[src/rtl/ftg_pkg.sv]
// Shared types for the frame timing generator.
package ftg_pkg;
    // Run state of the counter chain: parked waiting for a start, or counting.
    typedef enum logic {
        SYNC_WAIT = 1'b0,
        SYNC_RUN  = 1'b1
    } sync_state_e;
endpackage

[src/rtl/ftg_fp_sync.sv]
// Field-parity input synchroniser and edge detector.
// Assumes fp pin is asynchronous to clk; two flops resolve it, a third keeps
// the previous value. rise_sel picks which transition produces edge_o.
module ftg_fp_sync (
    input  logic clk,
    input  logic rst_n,
    input  logic pin,
    input  logic rise_sel,
    output logic edge_o
);
    logic s1_q, s2_q, s3_q;

    // Two-flop synchroniser plus history flop.
    always_ff @(posedge clk) begin
        if (!rst_n) begin
            s1_q <= 1'b0;
            s2_q <= 1'b0;
            s3_q <= 1'b0;
        end else begin
            s1_q <= pin;
            s2_q <= s1_q;
            s3_q <= s2_q;
        end
    end

    // Edge of the selected direction on the synchronised signal.
    assign edge_o = rise_sel ? (s2_q & ~s3_q) : (~s2_q & s3_q);

    // One direction only can fire, so two edges can never be adjacent.
    assert_edge_spacing_R6: assert property (@(posedge clk) disable iff (!rst_n)
        (edge_o && $stable(rise_sel)) |=> !edge_o);
endmodule

[src/rtl/ftg_timebase.sv]
// Sample, line and burst-field counters.
// Assumes load has priority over run; std_625 picks line length, line count
// and the first line of the second field. burst_phase counts fields modulo 4
// (525) or 8 (625) and clears on load.
module ftg_timebase #(
    parameter int SAMPLES_525 = 1716,
    parameter int LINES_525   = 525,
    parameter int SAMPLES_625 = 1728,
    parameter int LINES_625   = 625,
    parameter int FLD2_525    = 264,
    parameter int FLD2_625    = 313,
    parameter int SW          = 11,
    parameter int LW          = 10
) (
    input  logic          clk,
    input  logic          rst_n,
    input  logic          std_625,
    input  logic          load,
    input  logic          run,
    output logic [SW-1:0] sample_no,
    output logic [LW-1:0] line_no,
    output logic [2:0]    burst_phase,
    output logic          frame_wrap
);
    localparam logic [SW-1:0] LAST_S5 = SW'(SAMPLES_525 - 1);
    localparam logic [SW-1:0] LAST_S6 = SW'(SAMPLES_625 - 1);
    localparam logic [LW-1:0] LAST_L5 = LW'(LINES_525);
    localparam logic [LW-1:0] LAST_L6 = LW'(LINES_625);
    localparam logic [LW-1:0] F2_5    = LW'(FLD2_525);
    localparam logic [LW-1:0] F2_6    = LW'(FLD2_625);
    localparam int SAMP_MAX = (SAMPLES_525 > SAMPLES_625) ? SAMPLES_525 : SAMPLES_625;
    localparam logic [SW-1:0] S_LIMIT = SW'(SAMP_MAX);

    logic [SW-1:0] sample_q, last_s;
    logic [LW-1:0] line_q, last_l, fld2;
    logic [2:0]    bp_q, bp_mask, bp_next;
    logic          line_end, frame_end;

    // Standard-dependent limits.
    always_comb begin
        last_s  = std_625 ? LAST_S6 : LAST_S5;
        last_l  = std_625 ? LAST_L6 : LAST_L5;
        fld2    = std_625 ? F2_6 : F2_5;
        bp_mask = std_625 ? 3'd7 : 3'd3;
        bp_next = (bp_q + 3'd1) & bp_mask;
    end

    assign line_end   = sample_q >= last_s;
    assign frame_end  = line_end && (line_q >= last_l);
    assign frame_wrap = run && !load && frame_end;

    // Counter chain: sample within line, line within frame, field in burst run.
    always_ff @(posedge clk) begin
        if (!rst_n || load) begin
            sample_q <= '0;
            line_q   <= LW'(1);
            bp_q     <= '0;
        end else if (run) begin
            if (line_end) begin
                sample_q <= '0;
                if (line_q >= last_l) begin
                    line_q <= LW'(1);
                    bp_q   <= bp_next;
                end else begin
                    line_q <= line_q + LW'(1);
                    if (line_q + LW'(1) == fld2)
                        bp_q <= bp_next;
                end
            end else begin
                sample_q <= sample_q + SW'(1);
            end
        end
    end

    assign sample_no   = sample_q;
    assign line_no     = line_q;
    assign burst_phase = bp_q;

    assert_sample_bound_R1: assert property (@(posedge clk) disable iff (!rst_n)
        sample_q < S_LIMIT);
    assert_sample_step_R1: assert property (@(posedge clk) disable iff (!rst_n)
        (run && !load && !line_end) |=> sample_q == $past(sample_q) + SW'(1));
    assert_frame_wrap_R1: assert property (@(posedge clk) disable iff (!rst_n)
        frame_wrap |=> (line_q == LW'(1) && sample_q == '0));
    assert_park_hold_R6: assert property (@(posedge clk) disable iff (!rst_n)
        (!run && !load) |=> ($stable(sample_q) && $stable(line_q)));
endmodule

[src/rtl/ftg_lock.sv]
// Run state and slave lock tracking.
// Assumes edge_i is already synchronised. In slave mode the chain parks after
// soft_rst until an edge; lock is lost after LOST_FRAMES frame wraps with no
// edge, not counting the frame that held the last edge.
module ftg_lock #(
    parameter int LOST_FRAMES = 3
) (
    input  logic clk,
    input  logic rst_n,
    input  logic soft_rst,
    input  logic master,
    input  logic freerun_en,
    input  logic edge_i,
    input  logic frame_wrap,
    output logic load,
    output logic run,
    output logic locked,
    output logic stopped
);
    import ftg_pkg::*;

    localparam int MW = $clog2(LOST_FRAMES + 1);
    localparam logic [MW-1:0] MISS_MAX = MW'(LOST_FRAMES);

    sync_state_e   state_q;
    logic [MW-1:0] miss_q;
    logic          seen_q, locked_q, lost;

    assign load    = soft_rst || (!master && edge_i);
    assign run     = (state_q == SYNC_RUN) || master;
    assign lost    = (miss_q == MISS_MAX);
    assign stopped = !master && ((state_q == SYNC_WAIT) || (lost && !freerun_en));
    assign locked  = locked_q;

    // Park on reset, start on master mode or on a field edge.
    always_ff @(posedge clk) begin
        if (!rst_n || soft_rst)
            state_q <= SYNC_WAIT;
        else if (master || edge_i)
            state_q <= SYNC_RUN;
    end

    // Count frames that ended with no field edge; drive lock status.
    always_ff @(posedge clk) begin
        if (!rst_n || soft_rst || master) begin
            miss_q   <= '0;
            seen_q   <= 1'b0;
            locked_q <= 1'b0;
        end else if (edge_i) begin
            miss_q   <= '0;
            seen_q   <= 1'b1;
            locked_q <= 1'b1;
        end else if (frame_wrap) begin
            if (seen_q) begin
                seen_q <= 1'b0;
                miss_q <= '0;
            end else if (!lost) begin
                miss_q <= miss_q + MW'(1);
                if (miss_q + MW'(1) == MISS_MAX)
                    locked_q <= 1'b0;
            end
        end
    end

    assert_lock_excl_R7: assert property (@(posedge clk) disable iff (!rst_n)
        !(locked_q && lost));
    assert_lock_drop_R7: assert property (@(posedge clk) disable iff (!rst_n)
        $fell(locked_q) |-> ($past(frame_wrap) || $past(soft_rst) || $past(master)));
endmodule

[src/rtl/ftg_decode.sv]
// Output decode from the counters: sync, parity, blanking and active flags.
// Assumes line_no is 1-based and sample_no 0-based; purely combinational, the
// clock is only used by the checks.
module ftg_decode #(
    parameter int FLD2_525    = 264,
    parameter int FLD2_625    = 313,
    parameter int HS_LEN      = 127,
    parameter int VS_OFS      = 3,
    parameter int VS_LINES    = 3,
    parameter int ACT_LEN     = 1440,
    parameter int ACT_525     = 244,
    parameter int ACT_625     = 264,
    parameter int VB_END_525  = 9,
    parameter int VB2_END_525 = 272,
    parameter int VB_HEAD_625 = 624,
    parameter int VB_END_625  = 5,
    parameter int VB2_BEG_625 = 311,
    parameter int VB2_END_625 = 318,
    parameter int SW          = 11,
    parameter int LW          = 10
) (
    input  logic          clk,
    input  logic          rst_n,
    input  logic          std_625,
    input  logic          master,
    input  logic          hsel,
    input  logic          sync_neg,
    input  logic          par_inv,
    input  logic          stopped,
    input  logic [SW-1:0] sample_no,
    input  logic [LW-1:0] line_no,
    output logic          sync_out,
    output logic          fp_out,
    output logic          vblank,
    output logic          active
);
    localparam logic [LW-1:0] F2_5   = LW'(FLD2_525);
    localparam logic [LW-1:0] F2_6   = LW'(FLD2_625);
    localparam logic [LW-1:0] VBE5   = LW'(VB_END_525);
    localparam logic [LW-1:0] VB2E5  = LW'(VB2_END_525);
    localparam logic [LW-1:0] VBH6   = LW'(VB_HEAD_625);
    localparam logic [LW-1:0] VBE6   = LW'(VB_END_625);
    localparam logic [LW-1:0] VB2B6  = LW'(VB2_BEG_625);
    localparam logic [LW-1:0] VB2E6  = LW'(VB2_END_625);
    localparam logic [LW-1:0] VS_B   = LW'(VS_OFS);
    localparam logic [LW-1:0] VS_E   = LW'(VS_OFS + VS_LINES);
    localparam logic [SW-1:0] HS_E   = SW'(HS_LEN);
    localparam logic [SW-1:0] AS5    = SW'(ACT_525);
    localparam logic [SW-1:0] AS6    = SW'(ACT_625);
    localparam logic [SW-1:0] ALEN   = SW'(ACT_LEN);

    logic [LW-1:0] fld2, rel;
    logic [SW-1:0] act_s, act_e;
    logic          field2, hs, vs, sync_raw;

    // Field, blanking and parity decode from the line count.
    always_comb begin
        fld2   = std_625 ? F2_6 : F2_5;
        field2 = line_no >= fld2;
        rel    = field2 ? (line_no - fld2) : (line_no - LW'(1));
        if (std_625)
            vblank = (line_no >= VBH6) || (line_no <= VBE6) ||
                     ((line_no >= VB2B6) && (line_no <= VB2E6));
        else
            vblank = (line_no <= VBE5) || ((line_no >= F2_5) && (line_no <= VB2E5));
        fp_out = field2 ^ par_inv;
    end

    // Sync pulse and active window decode from the sample count.
    always_comb begin
        hs       = sample_no < HS_E;
        vs       = (rel >= VS_B) && (rel < VS_E);
        sync_raw = hsel ? hs : (hs ^ vs);
        sync_out = (stopped ? 1'b0 : sync_raw) ^ sync_neg;
        act_s    = (std_625 ? AS6 : AS5) + (master ? SW'(2) : SW'(0));
        act_e    = act_s + ALEN;
        active   = !vblank && (sample_no >= act_s) && (sample_no < act_e);
    end

    assert_active_unblanked_R9: assert property (@(posedge clk) disable iff (!rst_n)
        active |-> !vblank);
endmodule

[src/rtl/frame_timing_gen.sv]
// Frame timing generator top: field-edge synchroniser, lock tracker,
// counter chain and output decode. Assumes clk is the 27 MHz sample clock and
// configuration inputs change only around a soft_rst.
module frame_timing_gen #(
    parameter int SAMPLES_525 = 1716,
    parameter int LINES_525   = 525,
    parameter int SAMPLES_625 = 1728,
    parameter int LINES_625   = 625,
    parameter int FLD2_525    = 264,
    parameter int FLD2_625    = 313,
    parameter int HS_LEN      = 127,
    parameter int VS_OFS      = 3,
    parameter int VS_LINES    = 3,
    parameter int ACT_LEN     = 1440,
    parameter int ACT_525     = 244,
    parameter int ACT_625     = 264,
    parameter int VB_END_525  = 9,
    parameter int VB2_END_525 = 272,
    parameter int VB_HEAD_625 = 624,
    parameter int VB_END_625  = 5,
    parameter int VB2_BEG_625 = 311,
    parameter int VB2_END_625 = 318,
    parameter int LOST_FRAMES = 3,
    localparam int SW = $clog2((SAMPLES_525 > SAMPLES_625) ? SAMPLES_525 : SAMPLES_625),
    localparam int LW = $clog2(((LINES_525 > LINES_625) ? LINES_525 : LINES_625) + 1)
) (
    input  logic          clk,
    input  logic          rst_n,
    input  logic          soft_rst,
    input  logic          std_625,
    input  logic          master,
    input  logic          freerun_en,
    input  logic          par_inv,
    input  logic          sync_neg,
    input  logic          hsel,
    input  logic          fp_in,
    output logic          fp_out,
    output logic          fp_oe,
    output logic          sync_out,
    output logic          vblank,
    output logic          active,
    output logic          black,
    output logic [2:0]    burst_phase,
    output logic [LW-1:0] line_no,
    output logic [SW-1:0] sample_no,
    output logic          locked
);
    logic fp_edge, load, run, stopped, frame_wrap;

    ftg_fp_sync u_sync (
        .clk      (clk),
        .rst_n    (rst_n),
        .pin      (fp_in),
        .rise_sel (par_inv),
        .edge_o   (fp_edge)
    );

    ftg_lock #(.LOST_FRAMES(LOST_FRAMES)) u_lock (
        .clk        (clk),
        .rst_n      (rst_n),
        .soft_rst   (soft_rst),
        .master     (master),
        .freerun_en (freerun_en),
        .edge_i     (fp_edge),
        .frame_wrap (frame_wrap),
        .load       (load),
        .run        (run),
        .locked     (locked),
        .stopped    (stopped)
    );

    ftg_timebase #(
        .SAMPLES_525 (SAMPLES_525), .LINES_525 (LINES_525),
        .SAMPLES_625 (SAMPLES_625), .LINES_625 (LINES_625),
        .FLD2_525    (FLD2_525),    .FLD2_625  (FLD2_625),
        .SW          (SW),          .LW        (LW)
    ) u_tb (
        .clk         (clk),
        .rst_n       (rst_n),
        .std_625     (std_625),
        .load        (load),
        .run         (run),
        .sample_no   (sample_no),
        .line_no     (line_no),
        .burst_phase (burst_phase),
        .frame_wrap  (frame_wrap)
    );

    ftg_decode #(
        .FLD2_525    (FLD2_525),    .FLD2_625    (FLD2_625),
        .HS_LEN      (HS_LEN),      .VS_OFS      (VS_OFS),
        .VS_LINES    (VS_LINES),    .ACT_LEN     (ACT_LEN),
        .ACT_525     (ACT_525),     .ACT_625     (ACT_625),
        .VB_END_525  (VB_END_525),  .VB2_END_525 (VB2_END_525),
        .VB_HEAD_625 (VB_HEAD_625), .VB_END_625  (VB_END_625),
        .VB2_BEG_625 (VB2_BEG_625), .VB2_END_625 (VB2_END_625),
        .SW          (SW),          .LW          (LW)
    ) u_dec (
        .clk       (clk),
        .rst_n     (rst_n),
        .std_625   (std_625),
        .master    (master),
        .hsel      (hsel),
        .sync_neg  (sync_neg),
        .par_inv   (par_inv),
        .stopped   (stopped),
        .sample_no (sample_no),
        .line_no   (line_no),
        .sync_out  (sync_out),
        .fp_out    (fp_out),
        .vblank    (vblank),
        .active    (active)
    );

    assign black = stopped;
    assign fp_oe = master;

    assert_black_quiet_R7: assert property (@(posedge clk) disable iff (!rst_n)
        black |-> (sync_out == sync_neg));
    assert_parity_at_line_R4: assert property (@(posedge clk) disable iff (!rst_n)
        ((sample_no != '0) && $stable(par_inv) && $stable(std_625)) |-> $stable(fp_out));
endmodule

[config.mk]
export PLATFORM = sky130hd
export DESIGN_NAME = frame_timing_gen
export DESIGN_NICKNAME = d
export VERILOG_FILES = /design/src/rtl/ftg_pkg.sv /design/src/rtl/ftg_fp_sync.sv /design/src/rtl/ftg_timebase.sv /design/src/rtl/ftg_lock.sv /design/src/rtl/ftg_decode.sv /design/src/rtl/frame_timing_gen.sv
export SDC_FILE = /design/constraint.sdc
export NUM_CORES = 1
export LEC_CHECK = 0
export CAP_MARGIN = 20
export CORE_ASPECT_RATIO = 1.2
export CORE_MARGIN = 8
export CORE_UTILIZATION = 49
export CTS_CLUSTER_DIAMETER = 150
export DETAILED_ROUTE_END_ITERATION = 8
export GPL_TIMING_DRIVEN = 0
export PLACE_DENSITY = 0.85
export SYNTH_ARGS = -nofsm -noshare
export SYNTH_HDL_FRONTEND = slang
export SYNTH_SLANG_ARGS = --single-unit
[constraint.sdc]
create_clock -name clk -period 2.19 [get_ports clk]
set_input_delay 0.219 -clock clk [delete_from_list [all_inputs] [get_ports clk]]
set_output_delay 0.219 -clock clk [all_outputs]
set_load 0.05 [all_outputs]
Yosys cells after proc, flatten, opt, wreduce, memory -nomap -nowiden
Index checks and enable logic that the tools add are counted.
{"block": "op_classes", "magnitude_cmp": 15, "n_mux": 24, "n_eq_ne": 6, "addsub": 8, "n_reduce_logical": 34, "n_bitwise": 9}
{"operator": "11-bit >= comparator", "n": 2}
{"operator": "10-bit by 9-bit >= comparator with 1-bit output, second input constant", "n": 2}
{"operator": "10-bit by 9-bit <= comparator with 1-bit output, second input constant", "n": 2}
{"operator": "10-bit 2-to-1 mux", "n": 2}
{"operator": "11-bit by 1-bit adder with 11-bit output, second input constant", "n": 1}
{"operator": "11-bit adder", "n": 1}
{"operator": "11-bit adder, second input constant", "n": 1}
{"operator": "1-bit logical AND", "n": 11}
{"operator": "11-bit < comparator", "n": 1}
{"operator": "11-bit by 7-bit < comparator with 1-bit output, second input constant", "n": 1}
{"operator": "1-bit 2-to-1 mux", "n": 11}
{"operator": "11-bit 2-to-1 mux", "n": 1}
{"operator": "10-bit by 1-bit adder with 10-bit output, second input constant", "n": 1}
{"operator": "10-bit equality test", "n": 1}
{"operator": "10-bit >= comparator", "n": 1}
{"operator": "10-bit >= comparator, second input constant", "n": 1}
{"operator": "10-bit by 2-bit >= comparator with 1-bit output, second input constant", "n": 1}
{"operator": "10-bit by 9-bit >= comparator with 1-bit output", "n": 1}
{"operator": "10-bit by 3-bit <= comparator with 1-bit output, second input constant", "n": 1}
{"operator": "10-bit by 4-bit <= comparator with 1-bit output, second input constant", "n": 1}
{"operator": "1-bit logical OR", "n": 10}
{"operator": "10-bit by 3-bit < comparator with 1-bit output, second input constant", "n": 1}
{"operator": "10-bit by 1-bit subtractor with 10-bit output, second input constant", "n": 1}
{"operator": "10-bit by 9-bit subtractor with 10-bit output", "n": 1}
{"operator": "other kinds (20)", "n": 39}
{"block": "totals", "elab_cells": 106, "ff_bits": 32, "inputBits": 10}

Longest topological paths before layout
Gate-level depths: netlist (run 1).
{"block": "logic_depth", "word_depth": 10, "ltp_mapped": 9, "mapped_depth_nobuf": 9}

Modules after synthesis
A second synthesis (run 1) with hierarchy kept.
{"block": "unflattened", "cells_unflattened": 351, "hier_area_um2": 2800.2}
{"mod": "ftg_timebase", "cells_each": 186, "area_per_inst_um2": 1505.2, "instances": 1, "seq_area_each_um2": 480.5}
{"mod": "ftg_decode", "cells_each": 126, "area_per_inst_um2": 912.1, "instances": 1, "seq_area_each_um2": 0.0}
{"mod": "ftg_lock", "cells_each": 29, "area_per_inst_um2": 272.8, "instances": 1, "seq_area_each_um2": 100.1}
{"mod": "ftg_fp_sync", "cells_each": 9, "area_per_inst_um2": 102.6, "instances": 1, "seq_area_each_um2": 60.1}
{"mod": "frame_timing_gen", "cells_each": 1, "area_per_inst_um2": 7.5, "instances": 1, "seq_area_each_um2": 0.0}

Least setup slack after synthesis (run 1)
No wires, ideal clock.
{"block": "synth_timing", "kind": "register to output", "start": "register u_tb.line_q[1] (netlist: u_tb.line_no[1])", "end": "output port active", "arrival_ns": 3.278, "stages_incl_launch_ff": 9, "slack_ns": -1.307, "cell_sequence": "dfxtp_1 inv_1 ha_1 nand2b_1 o21ai_0 o41ai_1 a41o_1 mux2_2 nor3_1"}
{"block": "synth_via", "elab_chain_cells": 7, "elab_cells_between_ends": 16}
{"element": "start: declaration", "line": "ftg_timebase.sv:35", "source": "logic [LW-1:0] line_q, last_l, fld2;"}
{"element": "start signal: assignment", "line": "ftg_timebase.sv:65", "source": "line_q <= line_q + LW'(1);"}
{"element": "10-bit by 9-bit >= comparator with 1-bit output (tied with other cells)", "line": "ftg_decode.sv:65", "source": "vblank = (line_no <= VBE5) || ((line_no >= F2_5) && (line_no <= VB2E5));"}
{"element": "1-bit logical AND (tied with other cells)", "line": "ftg_decode.sv:65"}
{"element": "1-bit logical OR (on tied branches)", "line": "ftg_decode.sv:65, ftg_decode.sv:62"}
{"element": "1-bit 2-to-1 mux (*)", "line": "ftg_decode.sv:61", "source": "if (std_625)"}
{"element": "named net vblank", "line": "frame_timing_gen.sv:40", "source": "output logic vblank,"}
{"element": "1-bit zero test (*)", "line": "ftg_decode.sv:77", "source": "active = !vblank && (sample_no >= act_s) && (sample_no < act_e);"}
{"element": "1-bit logical AND (*) (2 in a row)", "line": "ftg_decode.sv:77"}
{"element": "end: declaration", "line": "frame_timing_gen.sv:41", "source": "output logic active,"}
Mark *: on every way through the listed nets, which the timed path passes. The rest lies on a longest branch.

Worst setup path after layout (run 1)
{"block": "layout_timing", "start": "register u_tb.sample_q[4] (netlist: u_tb.sample_no[4])", "end": "output port sync_out"}
{"block": "layout_via", "elab_chain_cells": 5}
{"element": "start: declaration", "line": "ftg_timebase.sv:34", "source": "logic [SW-1:0] sample_q, last_s;"}
{"element": "start signal: assignment", "line": "ftg_timebase.sv:70", "source": "sample_q <= sample_q + SW'(1);"}
{"element": "11-bit by 7-bit < comparator with 1-bit output (*)", "line": "ftg_decode.sv:71", "source": "hs = sample_no < HS_E;"}
{"element": "1-bit bitwise XOR", "line": "ftg_decode.sv:73", "source": "sync_raw = hsel ? hs : (hs ^ vs);"}
{"element": "1-bit 2-to-1 mux (*)", "line": "ftg_decode.sv:73"}
{"element": "1-bit 2-to-1 mux (*)", "line": "ftg_decode.sv:74", "source": "sync_out = (stopped ? 1'b0 : sync_raw) ^ sync_neg;"}
{"element": "1-bit bitwise XOR (*)", "line": "ftg_decode.sv:74"}
{"element": "end: declaration", "line": "frame_timing_gen.sv:39", "source": "output logic sync_out,"}
Every way passes the cells marked *; elsewhere a longest branch is shown, timed or not.

==> key figures, run 1 <==
Global route
  • Largest net degree at the start of global routing: 14
  • Gr ovfl total: 0
  • Number of global-route vias before repair: 2786
  • First-pass GRT wire length: 13200 µm
  • Initial antenna violation count: 0
  • Global Route Usage Sum: 19.7%

Synth
  • Ranking of synthesized cells by area: dfxtp_1, ha_1, nand2_1
  • Post-synth EDFFs: 0
  • Syn Nets: 372
  • Asr flop ratio synth: 0%
  • Yosys cell types: 61
  • Area leader, netlist: dfxtp_1
  • Register bit total from synthesis: 32
  • Most common cell in the netlist: dfxtp_1
  • Top cells by count, synth: dfxtp_1, nand2_1, nor2_1, ha_1, o21ai_0
  • Top-area cell type share of the netlist area: 24.3%
  • Post-synthesis cell area: 2630 µm²
  • Mean area per synthesized cell: 7.78 µm²
  • Mapped Cells: 338
  • Primary FF master, synth: dfxtp_1
  • Ys Warns: 0
  • Register area share after synthesis: 24.3%

Power
  • Total Power Consumption: 1320 µW
  • PD cells: 352 nW/µm²
  • Pleak: 0.00145 µW
  • Worst vdd ir: 0.418 mV

STA
  • Max Clock Freq: 0.378 GHz
  • RSZ-0062 raised after global routing: yes
  • Final Hold Fails: 0
  • Max-slew violation count: 0
  • Final min period: 2.65 ns
  • Final setup violation count: 9
  • Final TNS setup: -1.45 ns
  • Slew @ Worst Pin: 0.592 ns
  • Crit share post-route: 121%
  • Setup WS post-layout: -0.459 ns
  • Slew margin rel.: 60.1%
  • Clock Skews: 0.0102 ns
  • Worst hold margin: 0.275 ns

Worst hold path
  • Type of the worst min-delay path: primary input to flip-flop

Worst setup path
  • WP data required: 1.97 ns
  • CP endpoint kind: output port
  • CP Launch Type: flip-flop
  • CP max FO: 5
  • Kind of critical path: flip-flop to output port
  • Critical path arrival: 2.43 ns

Routing
  • Drt first-iter violations: 255
  • DR pass1 iterations: 6
  • Post-route DRC: 0
  • Post-DRT Antenna Nets: 0
  • Routed WL: 8620 µm
  • Avg WL per Cell: 18.7 µm
  • DR vias/cell: 6.38
  • Vias: 2937

Run
  • Max_cap viols: 0

Clock network
  • Clk sinks: 32
  • H-tree levels: 2
  • Clock Path Buffers: 2
  • CTS tree: done
  • Num CTS Buffers: 5
  • Clock-pin slew of the registers on the worst-case setup and hold paths: 0.08 ns
  • Worst-Skew Late Latency: 0.30 ns
  • CTS root buf: clkbuf_8
  • Hold buffers post-CTS: 0

Placement
  • RePlAce Congestion: 0.917
  • Port Buffer Count: 40
  • Detailed Place HPWL: 5420 µm
  • Placed cells: 440

Floorplanning
  • DIE HEIGHT: 96.3 µm
  • Core Area: 5230 µm²
  • Row Count: 29
  • IO Pins: 41
  • Die area: 7980 µm²
  • Die X: 82.9 µm
  • Initial Util: 50.4%

Status
  • Failing checks: negative setup slack
  • Outcome: finished, violations left

Layout
  • Layout cells sized above 1: 28.9%
  • Nets: 431
  • Diode count: 0
  • Area delta synth->final: 42.3%
  • Final Non-Filler Cells: 460
## routing by layer
layer	up-vias	part of all wire, %	track usage, %
li1	1362	-	-
met1	1380	39	21.7
met2	146	50	35.4
met3	49	6.5	4.06
met4	0	4.9	9.82
met5	-	0	0
## logic make-up (layout without fill, tap and decap cells)
group                    count (synthesis)  count (layout)  synth area share, %
AO/OA/AOI/OAI                           89              89                 22.8
XOR/XNOR                                20              20                 6.66
adder cells (fa/ha/maj)                 24              24                 11.4
buffers and inverters                   26              86                 4.18
flip-flops                              32              32                 24.3
multiplexers                             6               6                 2.33
AND/OR/NAND/NOR                        141             141                 28.3
## final timing paths
check / to / startpoint / slack, ns / cells past startpoint
worst min-delay path: u_tb.burst_phase[2] / std_625 / 0.27 / 3
worst min register to register: u_sync.s2_q / u_sync.s1_q / 0.44 / 1
worst max register to register: u_lock.miss_q[1] / u_tb.line_no[5] / -0.25 / 7
worst max-delay path: sync_out / u_tb.sample_no[4] / -0.46 / 7
## worst max-delay path, cell delays in order, from the launching register on
cell,delay (ns)
dfxtp_2,0.40
nand3_1,0.19
o311ai_4,0.35
or4b_2,0.63
a21oi_1,0.21
a2111oi_2,0.09
nand4bb_4,0.11
buf_8,0.15
## placed cells by master (no fill, tap or decap), types with 7 or more instances in the layout
cell type,synthesis,final
a21boi_0,7,7
nand3_1,10,7
nand2_1,31,31
a21o_1,7,7
a21oi_1,17,12
xnor2_1,11,10
o21ai_0,23,18
dfxtp_4,0,9
nor3_1,14,11
clkdlybuf4s50_1,0,33
inv_1,11,8
xor2_1,9,9
buf_4,1,13
dfxtp_1,32,13
nor2_1,30,29
dfxtp_2,0,10
ha_1,24,16
## registers in the layout, summed over array words and instances (netlist names)
| register | flops |
|---|---|
| u_lock.locked | 1 |
| u_tb.sample_no | 11 |
| u_lock.state_q | 1 |
| u_tb.line_no | 10 |
| u_sync.s3_q | 1 |
| u_sync.s1_q | 1 |
| u_lock.miss_q | 2 |
| u_lock.seen_q | 1 |
| u_tb.burst_phase | 3 |
| u_sync.s2_q | 1 |
## layout make-up
class                      instances  area, µm²
timing repair buffer              54        538
fill                             363       1480
inverter                          11       50.0
buffer                            13       78.8
sequential                        32        687
clock inverter                     2       11.3
multi-input combinational        280       2210
tap                               62       77.6
clock buffer                       6       93.8
## repair_timing
item,CTS,global route
setup buffers,8,6
hold endpoints to repair,0,0
pin swaps,11,10
endpoints found under the setup margin,33,25
gates resized for setup,72,29
## metrics by stage
stage	utilization, %	setup WS [ns]	cell area, µm²
6_report	71.6	-0.459	3740
5_1_grt	71.6	-0.569	3740
4_1_cts	68.3	-0.451	3570
3_5_place_dp	62.1	-2.10	3240
3_3_place_gp	62.1	-2.07	3240
2_1_floorplan	-	-0.137	2770
## report_power, final
part	switching, µW	internal, µW	total [µW]
logic	106	84.2	190
registers	5.89	576	582
clock network	253	292	545
total	365	952	1320
Power figures use the tool's default switching activity.
==> run 2: changes to the inputs <==
- CORE_MARGIN: 8 -> unset
- SKIP_CTS_REPAIR_TIMING: unset -> 1
==> key figures, run 2 (synthesis results as in run 1) <==
Clock network
  • CTS tree: done
  • Clock Path Buffers: 2 (unchanged)
  • Clk sinks: 32 (unchanged)
  • CTS root buf: clkbuf_8
  • H-tree levels: 2 (unchanged)
  • Num CTS Buffers: 5 (unchanged)
  • Clock-pin slew of the registers on the worst-case setup and hold paths: 0.07 ns (about the same)
  • Worst-Skew Late Latency: 0.29 ns (about the same)

Worst setup path
  • Buffers plus inverters on the worst setup path: 2 (+1)
  • WP data required: 1.97 ns (about the same)
  • Max incr delay on CP: 0.41 ns (-0.22 ns)
  • CP endpoint kind: output port
  • Critical path arrival: 2.49 ns (+0.06 ns)
  • CP Cell Sequence: inv_4 -> ha_4 -> or3b_4 -> nor4_2 -> o21ai_1 -> a211o_1 -> o221ai_2 -> nand4bb_4 -> buf_8
  • CP max FO: 5 (unchanged)
  • Crit path max-delay family: simple AND/OR/NAND/NOR gates
  • CP Launch Type: flip-flop
  • Kind of critical path: flip-flop to output port
  • CP max-delay cell: or3b_4

STA
  • Setup WS post-layout: -0.521 ns (-0.0623 ns)
  • Final setup violation count: 4 (-5)
  • RSZ-0062 raised after global routing: yes
  • Slew margin rel.: 65.4% (+5.2 points)
  • Final min period: 2.71 ns (+0.0623 ns)
  • Max Clock Freq: 0.369 GHz (-2.3%)
  • Max-slew violation count: 0 (unchanged)
  • Final Hold Fails: 0 (unchanged)
  • Crit share post-route: 124% (+2.8 points)
  • Slew @ Worst Pin: 0.514 ns (-0.0778 ns)
  • Clock Skews: 0.00652 ns (-0.00367 ns)

Routing
  • DR pass1 iterations: 5 (-1)
  • Vias: 2799 (-4.7%)
  • Routed WL: 7230 µm (-16%)
  • Post-route DRC: 0 (unchanged)
  • Avg WL per Cell: 15.8 µm (-16%)
  • Drt first-iter violations: 163 (-36%)
  • DR vias/cell: 6.11 (-4.3%)
  • Post-DRT Antenna Nets: 0 (unchanged)

Layout
  • Diode count: 0 (unchanged)
  • Area occupied by multi-input gates: 2110 µm² (-4.4%)
  • Design area: 3610 µm² (-3.5%)
  • Layout cells sized above 1: 26.4% (-2.5 points)
  • Fillcell total: 409 (+13%)
  • Commonest non-fill, non-tap cell in the layout: clkdlybuf4s50_1
  • Nets: 431 (unchanged)
  • Sequential cell area: 687 µm² (unchanged)
  • Most frequent cells in the layout: clkdlybuf4s50_1, nand2_1, nor2_1, o21ai_0, ha_1
  • Largest register FFs: 11 (unchanged)
  • Area delta synth->final: 37.3%

Power
  • Pleak: 0.00143 µW (-1.5%)
  • PD cells: 333 nW/µm² (-5.4%)
  • Worst vdd ir: 0.381 mV (-8.9%)

Placement
  • RePlAce Congestion: 0.918 (about the same)
  • Port Buffer Count: 40 (unchanged)
  • Pre-CTS setup slack: -2.23 ns (-0.136 ns)
  • Detailed Place HPWL: 5190 µm (-4.3%)
  • Placed cell area: 3240 µm² (about the same)

Global route
  • Gr ovfl total: 0 (unchanged)
  • Number of global-route vias before repair: 2336 (-16%)
  • First-pass GRT wire length: 10800 µm (-18%)
  • Largest net degree at the start of global routing: 14 (unchanged)
  • Global Route Usage Sum: 25.2% (+5.5 points)
  • Initial antenna violation count: 0 (unchanged)

Floorplanning
  • Die area: 5670 µm² (-29%)
  • DIE HEIGHT: 82.3 µm (-15%)
  • Row Count: 28 (-3.4%)
  • Core Area: 5040 µm² (-3.4%)
  • Initial Util: 52.2% (+1.8 points)
  • IO Pins: 41 (unchanged)
  • Die X: 68.9 µm (-17%)

Status
  • Outcome: finished, violations left
  • Failing checks: negative setup slack

Worst hold path
  • Type of the worst min-delay path: primary input to flip-flop

Run
  • Max_cap viols: 0 (unchanged)
run 2: worst reg2reg max path, cell delays in order, from the launching register on:
cell and delay, ns:
dfxtp_4 0.37, ha_2 0.41, a21oi_4 0.08, o21ai_1 0.29
a21oi_2 0.10, or4_4 0.47, or4_1 0.42, a21oi_1 0.15
run 2: layer usage:
metal	part of all wire [%]	global-route usage, %
met3	5.0	3.57
met5	0	0
met4	2.6	7.35
met2	49	42.2
met1	43	32.9
run 2: power by group:
| group | switching [µW] | total (µW) | internal [µW] |
|---|---|---|---|
| clock | 230 | 451 | 221 |
| combinational | 94.7 | 169 | 74.2 |
| sequential | 5.46 | 582 | 577 |
| total | 330 | 1200 | 872 |
run 2: per-stage QoR:
step / utilization [%] / power [µW] / instances / TNS, ns / hold WS (ns)
after floorplan: - / 690 / 338 / -0.268 / 0.341
after global placement: 64.2 / 743 / 438 / -40.51 / 0.414
after detailed placement: 64.2 / 748 / 438 / -42.92 / 0.426
after CTS: 66.0 / 1190 / 446 / -34.61 / 0.444
after global routing: 71.6 / 1240 / 458 / -1.60 / 0.320
final: 71.6 / 1200 / 458 / -1.05 / 0.298
run 2: layout make-up:
type                       count  area share [%]
inverter                      11            1.39
sequential                    32            19.0
multi-input combinational    280            58.4
tap                           60            2.08
clock inverter                 3           0.520
timing repair buffer          54            14.7
clock buffer                   5            1.91
buffer                        13            2.01
run 2: worst paths after layout:
path,to,from,cells past startpoint,slack (ns)
worst max-delay path,sync_out,u_tb.line_no[0],9,-0.52
worst min-delay path,u_tb.burst_phase[2],std_625,3,0.30
worst max register to register,u_lock.miss_q[1],u_tb.line_no[5],7,-0.15
worst min register to register,u_sync.s2_q,u_sync.s1_q,1,0.44
==> run 3: changes to the inputs <==
- CORE_MARGIN: unset -> 3
==> key figures, run 3 (synthesis results as in run 1) <==
Placement
  • Port Buffer Count: 40 (unchanged)
  • Pre-CTS setup slack: -2.17 ns (+0.0649 ns)
  • Detailed Place HPWL: 5200 µm (+0.13%)
  • RePlAce Congestion: 0.905 (-1.4%)

Worst setup path
  • Buffers plus inverters on the worst setup path: 2 (unchanged)
  • Max incr delay on CP: 0.40 ns (about the same)
  • CP endpoint kind: output port
  • Kind of critical path: flip-flop to output port
  • CP Cell Sequence: inv_4 -> ha_4 -> or3b_4 -> nor4_2 -> o21ai_1 -> a211o_1 -> o221ai_2 -> nand4bb_4 -> buf_8
  • CP max-delay cell: or3b_4
  • CP max FO: 6 (+1)
  • WP data required: 1.97 ns (about the same)
  • Critical path arrival: 2.51 ns (+0.02 ns)
  • CP Launch Type: flip-flop
  • Crit path max-delay family: simple AND/OR/NAND/NOR gates

Global route
  • Largest net degree at the start of global routing: 14 (unchanged)
  • Most used routing layer: met2
  • Met3 GRT Util: 3.60% (+0.025 points)
  • Gr ovfl total: 0 (unchanged)
  • M2 GR Usage: 36.4% (-5.9 points)
  • First-pass GRT wire length: 11600 µm (+7.5%)
  • Number of global-route vias before repair: 2577 (+10%)
  • Met1 Usage GRT: 29.2% (-3.7 points)
  • Initial antenna violation count: 0 (unchanged)
  • Global Route Usage Sum: 22.7% (-2.5 points)

Layout
  • Commonest non-fill, non-tap cell in the layout: clkdlybuf4s50_1
  • Most frequent cells in the layout: clkdlybuf4s50_1, nand2_1, nor2_1, o21ai_0, ha_1
  • Fillcell total: 367 (-10%)
  • Layout cells sized above 1: 25.4% (-0.94 points)
  • Diode count: 0 (unchanged)
  • Area delta synth->final: 37.6%
  • Largest register FFs: 11 (unchanged)
  • Post-route core utilization: 71.8% (+0.15 points)
  • Nets: 426 (-1.2%)

Clock network
  • Num CTS Buffers: 5 (unchanged)
  • H-tree levels: 2 (unchanged)
  • Clk sinks: 32 (unchanged)
  • Worst-Skew Late Latency: 0.29 ns (about the same)
  • Clock Path Buffers: 2 (unchanged)
  • Clock-pin slew of the registers on the worst-case setup and hold paths: 0.07 ns (about the same)
  • CTS tree: done
  • CTS root buf: clkbuf_8

STA
  • Final min period: 2.72 ns (+0.0139 ns)
  • Final Hold Fails: 0 (unchanged)
  • Crit share post-route: 124% (+0.63 points)
  • Setup WS post-layout: -0.535 ns (-0.0139 ns)
  • Final TNS setup: -1.04 ns (+0.0163 ns)
  • Slew @ Worst Pin: 0.509 ns (-0.00499 ns)
  • Max-slew violation count: 0 (unchanged)
  • Final setup violation count: 4 (unchanged)
  • Slew margin rel.: 66.0% (+0.59 points)
  • RSZ-0062 raised after global routing: yes
  • Max Clock Freq: 0.367 GHz (-0.51%)
  • Worst hold margin: 0.306 ns (+0.00795 ns)
  • Clock Skews: 0.00708 ns (+0.000557 ns)

Floorplanning
  • DIE HEIGHT: 86.3 µm (+4.9%)
  • Row Count: 28 (unchanged)
  • Initial Util: 52.2% (unchanged)
  • Die X: 72.9 µm (+5.8%)
  • Core Area: 5040 µm² (unchanged)
  • IO Pins: 41 (unchanged)
  • Die area: 6290 µm² (+11%)

Routing
  • Avg WL per Cell: 15.7 µm (-0.52%)
  • Post-route DRC: 0 (unchanged)
  • Routed WL: 7120 µm (-1.6%)
  • Vias: 2744 (-2.0%)
  • DR pass1 iterations: 4 (-1)
  • DR vias/cell: 6.06 (-0.88%)
  • Post-DRT Antenna Nets: 0 (unchanged)
  • Drt first-iter violations: 141 (-13%)

Power
  • Worst vdd ir: 0.511 mV (+34%)
  • PD cells: 363 nW/µm² (+9.0%)
  • Pleak: 0.00141 µW (-1.1%)

Worst hold path
  • Type of the worst min-delay path: primary input to flip-flop

Status
  • Failing checks: negative setup slack
  • Outcome: finished, violations left

Run
  • Max_cap viols: 0 (unchanged)
## run 3: cell count changes in the layout (fill, tap and decap cells not counted), moves of 2 or more
cell	previous run	this run
clkbuf_1	1	3
ha_2	4	2
buf_2	6	4
ha_4	2	4
buf_4	14	9
## run 3: final cells by class
| cell class | count | area, µm² | area share [%] |
|---|---|---|---|
| inverters | 11 | 50.0 | 1.38 |
| well taps | 60 | 75.1 | 2.07 |
| multi-input cells | 280 | 2130 | 59.0 |
| flip-flops and latches | 32 | 687 | 19.0 |
| plain buffers | 13 | 71.3 | 1.97 |
| clock buffers | 5 | 68.8 | 1.90 |
| clock inverters | 3 | 41.3 | 1.14 |
| repair buffers | 49 | 492 | 13.6 |
## run 3: worst paths after layout
path | slack [ns] | cells after the start | startpoint | to
worst min-delay path | 0.31 | 3 | std_625 | u_tb.burst_phase[2]
worst max register to register | -0.13 | 7 | u_tb.line_no[5] | u_lock.miss_q[1]
worst max-delay path | -0.53 | 9 | u_tb.line_no[0] | sync_out
worst min register to register | 0.44 | 1 | u_sync.s1_q | u_sync.s2_q
## run 3: power by group
group | leakage [µW] | switching [µW] | internal [µW]
sequential | 0.000270 | 5.66 | 577
clock | 0.0000585 | 227 | 337
combinational | 0.00109 | 94.0 | 72.2
## run 3: routing by layer
metal	vias to the layer above	part of all wire [%]
met1	1311	45
met3	15	4.3
met5	-	0
met4	0	2.5
li1	1350	-
met2	68	48
## run 3: worst register-to-register path, stage by stage (launching register included)
cell and delay, ns:
dfxtp_4 0.39, ha_4 0.32, a21oi_4 0.07, o21ai_1 0.27, a21oi_1 0.14, or4_4 0.48
or4_1 0.44, a21oi_2 0.15
## run 3: per-stage QoR
| step | total power [µW] | instance area [µm²] | instances |
|---|---|---|---|
| 2_1_floorplan | 690 | 2770 | 338 |
| 3_3_place_gp | 744 | 3240 | 438 |
| 3_5_place_dp | 747 | 3240 | 438 |
| 4_1_cts | 1310 | 3350 | 446 |
| 5_1_grt | 1360 | 3620 | 453 |
| 6_report | 1310 | 3620 | 453 |
